--- src/rtl/csr_pkg.sv ---
`timescale 1ns/1ps
package csr_pkg;
  typedef enum logic [1:0] {
    PH_COPY   = 2'd0,
    PH_SHIFT  = 2'd1,
    PH_STROBE = 2'd2,
    PH_IDLE   = 2'd3
  } csr_phase_e;
endpackage

--- src/rtl/csr_rst_sync.sv ---
`timescale 1ns/1ps
module csr_rst_sync (
  input  logic clk,
  input  logic rst_n,
  output logic rst_sync_n
);
  logic [1:0] stage_q;

  always_ff @(posedge clk or negedge rst_n) begin
    if (!rst_n) stage_q <= 2'b00;
    else        stage_q <= {stage_q[0], 1'b1};
  end

  assign rst_sync_n = stage_q[1];
endmodule

--- src/rtl/csr_timer.sv ---
`timescale 1ns/1ps
module csr_timer
  import csr_pkg::*;
#(
  parameter int NUM_PORTS  = 9,
  parameter int INTERVAL   = 20,
  parameter int STROBE_LEN = 2
) (
  input  logic       clk,
  input  logic       rst_n,
  output csr_phase_e phase
);
  localparam int CW = $clog2(INTERVAL) + 1;
  localparam logic [CW-1:0] LAST    = CW'(INTERVAL - 1);
  localparam logic [CW-1:0] SHIFT_E = CW'(NUM_PORTS);
  localparam logic [CW-1:0] STB_E   = CW'(NUM_PORTS + STROBE_LEN);

  logic [CW-1:0] cnt_q, cnt_d;

  always_comb begin
    if (cnt_q == LAST) cnt_d = '0;
    else               cnt_d = cnt_q + CW'(1);
  end

  always_ff @(posedge clk or negedge rst_n) begin
    if (!rst_n) cnt_q <= '0;
    else        cnt_q <= cnt_d;
  end

  always_comb begin
    if (cnt_q == '0)          phase = PH_COPY;
    else if (cnt_q < SHIFT_E) phase = PH_SHIFT;
    else if (cnt_q < STB_E)   phase = PH_STROBE;
    else                      phase = PH_IDLE;
  end
endmodule

--- src/rtl/csr_sticky.sv ---
`timescale 1ns/1ps
module csr_sticky #(
  parameter int NUM_PORTS = 9
) (
  input  logic                 clk,
  input  logic                 rst_n,
  input  logic                 copy_en,
  input  logic [NUM_PORTS-1:0] carrier_in,
  output logic [NUM_PORTS-1:0] snapshot
);
  for (genvar p = 0; p < NUM_PORTS; p++) begin : g_port
    logic seen_q, seen_d;

    always_comb begin
      if (copy_en) seen_d = carrier_in[p];
      else         seen_d = seen_q | carrier_in[p];
    end

    always_ff @(posedge clk or negedge rst_n) begin
      if (!rst_n) seen_q <= 1'b0;
      else        seen_q <= seen_d;
    end

    assign snapshot[p] = seen_q | carrier_in[p];
  end
endmodule

--- src/rtl/csr_shifter.sv ---
`timescale 1ns/1ps
module csr_shifter
  import csr_pkg::*;
#(
  parameter int NUM_PORTS = 9
) (
  input  logic                 clk,
  input  logic                 rst_n,
  input  csr_phase_e           phase,
  input  logic [NUM_PORTS-1:0] snapshot,
  output logic                 ser_out,
  output logic                 strobe
);
  logic [NUM_PORTS-1:0] sh_q, sh_d;
  logic                 sh_en;
  logic                 ser_q, ser_d;
  logic                 stb_q, stb_d;

  always_comb begin
    sh_en = 1'b0;
    sh_d  = sh_q;
    ser_d = 1'b0;
    unique case (phase)
      PH_COPY: begin
        sh_en = 1'b1;
        ser_d = snapshot[0];
        sh_d  = {1'b0, snapshot[NUM_PORTS-1:1]};
      end
      PH_SHIFT: begin
        sh_en = 1'b1;
        ser_d = sh_q[0];
        sh_d  = {1'b0, sh_q[NUM_PORTS-1:1]};
      end
      default: ;
    endcase
    stb_d = (phase == PH_STROBE);
  end

  always_ff @(posedge clk or negedge rst_n) begin
    if (!rst_n)     sh_q <= '0;
    else if (sh_en) sh_q <= sh_d;
  end

  always_ff @(posedge clk or negedge rst_n) begin
    if (!rst_n) begin
      ser_q <= 1'b0;
      stb_q <= 1'b0;
    end else begin
      ser_q <= ser_d;
      stb_q <= stb_d;
    end
  end

  assign ser_out = ser_q;
  assign strobe  = stb_q;
endmodule

--- src/rtl/csr_serializer.sv ---
`timescale 1ns/1ps
module csr_serializer
  import csr_pkg::*;
#(
  parameter int NUM_PORTS  = 9,
  parameter int INTERVAL   = 20,
  parameter int STROBE_LEN = 2
) (
  input  logic                 clk,
  input  logic                 rst_n,
  input  logic [NUM_PORTS-1:0] carrier_in,
  output logic                 crs_serial,
  output logic                 store_strobe
);
  logic                 rst_int_n;
  csr_phase_e           phase;
  logic                 copy_en;
  logic [NUM_PORTS-1:0] snapshot;

  csr_rst_sync u_rst (
    .clk        (clk),
    .rst_n      (rst_n),
    .rst_sync_n (rst_int_n)
  );

  csr_timer #(
    .NUM_PORTS  (NUM_PORTS),
    .INTERVAL   (INTERVAL),
    .STROBE_LEN (STROBE_LEN)
  ) u_timer (
    .clk   (clk),
    .rst_n (rst_int_n),
    .phase (phase)
  );

  assign copy_en = (phase == PH_COPY);

  csr_sticky #(.NUM_PORTS(NUM_PORTS)) u_sticky (
    .clk        (clk),
    .rst_n      (rst_int_n),
    .copy_en    (copy_en),
    .carrier_in (carrier_in),
    .snapshot   (snapshot)
  );

  csr_shifter #(.NUM_PORTS(NUM_PORTS)) u_shift (
    .clk      (clk),
    .rst_n    (rst_int_n),
    .phase    (phase),
    .snapshot (snapshot),
    .ser_out  (crs_serial),
    .strobe   (store_strobe)
  );
endmodule

--- config.mk ---
export PLATFORM = sky130hd
export DESIGN_NAME = csr_serializer
export DESIGN_NICKNAME = d
export VERILOG_FILES = /design/src/rtl/csr_pkg.sv /design/src/rtl/csr_rst_sync.sv /design/src/rtl/csr_timer.sv /design/src/rtl/csr_sticky.sv /design/src/rtl/csr_shifter.sv /design/src/rtl/csr_serializer.sv
export SDC_FILE = /design/constraint.sdc
export NUM_CORES = 1
export LEC_CHECK = 0
export ABC_CLOCK_PERIOD_IN_PS = 1100
export BUFFER_PORTS_ARGS = -buffer_cell sky130_fd_sc_hd__buf_4
export CELL_PAD_IN_SITES_DETAIL_PLACEMENT = 0
export CELL_PAD_IN_SITES_GLOBAL_PLACEMENT = 1
export CORE_AREA = 2 2 62 52
export DETAILED_ROUTE_END_ITERATION = 10
export DIE_AREA = 0 0 64 54
export GPL_ROUTABILITY_DRIVEN = 0
export PLACE_DENSITY = 0.7
export SETUP_SLACK_MARGIN = 0.3
export SYNTH_ARGS = -nofsm -noshare
export SYNTH_HDL_FRONTEND = slang
export SYNTH_SLANG_ARGS = --single-unit
--- constraint.sdc ---
create_clock -name clk -period 1.1 [get_ports clk]
set_input_delay 0.11 -clock clk [delete_from_list [all_inputs] [get_ports clk]]
set_output_delay 0.11 -clock clk [all_outputs]
set_load 0.02 [all_outputs]
==> reports/qor.txt <==
outcome = finished with violations
failing checks = negative setup slack
DPL Wire Length = 1.51 mm
layout cell share with drive strength beyond 1 = 49.6%
Clock Path Buffers = 2
final hold viol count = 0
Cell Pwr Density = 835 nW/um^2
initial antenna violation count = 0
Die X = 64 um
final wirelength = 2.60 mm
Skew-Pair Late Insertion Delay = 0.32 ns
gr usage total = 16.7%
DR iter-0 viols = 39
Area Growth Syn to Fin = 55.6%
critical path arrival = 1.87 ns
Static Leakage = 0.754 nW
CTS root buffer = clkbuf_4
leading area contributor after synthesis = dfrtp_1
final worst slack = -0.551 ns
vias in the first global route = 962
WL/cell = 14.4 um
ant diodes = 0
critical setup path kind = reg2reg
Avg Cell Area, Syn = 12.2 um^2
Startpoint Class = flop
Tcrit/Tclk final = 150%
final core area utilization = 61.9%
FF+latch count, synth = 27
RSZ-0062 raised after global routing = true
Remaining Overflow, GRT = 0
Slew Limit Fails = 0
die span in y = 54 um
cts bufs inserted = 3
Max Cap Viol = 0
Required @ worst endpoint = 1.32 ns
via count = 915
area share of the largest cell type after synthesis = 58.4%
clock sink count = 27
Peak supply drop = 0.785 mV
type of element capturing the critical path = flop
# rows = 18
clock transition at the registers of the reported paths = 0.13 ns
DRC violations left = 0
crit path time final = 1.65 ns
post-synth cell types = 28
core area = 2910 um^2
clk_skew = 0.0189 ns
Synth Net Count = 109
Yosys warnings = 0
CTS tree = done
largest net degree at the start of global routing = 16
port buffer count = 12
die area = 3460 um^2
first-pass GRT wire length = 4.33 mm
nets@finish = 156
Mapped Area = 1160 um^2
Synth area leaders = dfrtp_1 (58%), a221o_1 (6.1%), a21o_1 (5.8%)
htree depth = 1
Routed Antenna Nets = 0
worst reg2reg setup slack = -0.55 ns
Initial Util = 39.8%
1st-pass router iterations = 2
Max Freq = 0.606 GHz
Gate Count Post-Synth = 95
sequential area share after synthesis = 58.4%
Boundary Pins = 13
Crit Path Max Fanout = 6
Hold Crit Class = in2async
vias per cell = 5.06
setup TNS = -10.11 ns
endpoints failing setup = 22
-- registers in the layout, summed over array words and instances (netlist names) --
signal	flops
u_shift.ser_out	1
u_shift.sh_q	8
u_shift.strobe	1
u_timer.cnt_q	6
u_rst.stage_q	2
u_sticky.g_port.seen_q	9
-- layout by cell type (no fill, tap or decap), drive strengths merged, types with 3 or more instances in the layout --
master and n:
ha 3, nand3 3, buf 36, nor2 10, a21o 9, inv 4, nor3 8, a221o 7
clkbuf 3, dlygate4sd3 10, dfrtp 27
-- worst max-delay path, stage by stage, from the launching register on --
cell,delay (ns)
dfrtp_1,0.41
inv_2,0.09
ha_4,0.13
or4b_4,0.48
or2_4,0.29
a21o_1,0.16
-- logic make-up after synthesis --
| kind of cell | Yosys count | share of synthesized area (%) |
|---|---|---|
| other cells | 1 | 0.324 |
| flops | 27 | 58.4 |
| buf+inv | 9 | 4.33 |
| simple gates | 27 | 12.1 |
| xor+xnor | 2 | 1.52 |
| compound gates | 26 | 20.0 |
| fa+ha+maj | 3 | 3.25 |
-- cells in the mapped netlist --
master and instances:
a2111oi_4 1, o21ai_0 1, a21oi_1 2, o31a_1 1
and3_1 1, a211o_1 1, dfrtp_1 27, or4b_1 1
a221o_1 7, clkbuf_1 1, a21o_1 9, nand3_1 3
nor3b_1 1, nor2_1 10, a211oi_1 1, conb_1 1
buf_6 2, xnor2_1 2, o311ai_0 1, inv_1 4
buf_1 1, ha_1 3, or2_4 1, nor3_1 8
nand2b_1 1, o2bb2ai_1 2, buf_2 1, or3b_2 1
-- per-stage QoR --
step	total power (W)	setup WS, ns	instance area (um^2)	cells	hold WS, ns
finish	0.00150	-0.551	1800	181	0.0991
global route	0.00157	-0.613	1800	181	0.0675
CTS	0.00153	-0.554	1670	175	0.0786
detailed placement	0.00108	-0.595	1380	156	-0.107
global placement	0.00108	-0.547	1380	156	-0.108
floorplan	0.00103	-0.710	1180	95	-0.186
-- repair_timing --
action	CTS	global route
setup endpoints to repair	27	27
cloned	1	0
pin swaps	20	10
setup buffers	4	6
hold buffers	10	0
gates resized for setup	27	14
endpoints found under the hold margin	11	0
-- power by group --
part / switching [W] / internal [W]
Clock: 0.000281 / 0.000136
Combinational: 0.0000237 / 0.0000534
Sequential: 0.0000109 / 0.000998
Total: 0.000315 / 0.00119
-- path summary, 6_finish.rpt --
check,startpoint,cells past startpoint,endpoint
worst min register to register,u_rst.stage_q[1],0,u_timer.cnt_q[2]
worst min-delay path,rst_n,2,u_rst.stage_q[1]
min in group clk,carrier_in[5],4,u_shift.sh_q[4]
max in group asynchronous,u_rst.stage_q[1],1,u_shift.sh_q[3]
worst max register to register,u_timer.cnt_q[1],5,u_sticky.g_port[5].seen_q
worst max-delay path,u_timer.cnt_q[1],5,u_sticky.g_port[5].seen_q
-- cell type report --
class | instances | area [um^2]
clock buffers | 3 | 22.5
flip-flops and latches | 27 | 678
inverters | 4 | 15.0
fillers | 240 | 1110
repair buffers | 46 | 437
multi-input cells | 60 | 592
clock inverters | 1 | 5.00
well taps | 40 | 50.0
-- metal layers --
metal	GRT usage [%]	vias up	share of wire [%]
li1	-	433	-
met1	20.4	463	47
met2	30.4	17	49
met3	4.18	2	4.0
met4	3.99	0	0.54
met5	0	-	0
(Power assumes the default switching activity.)
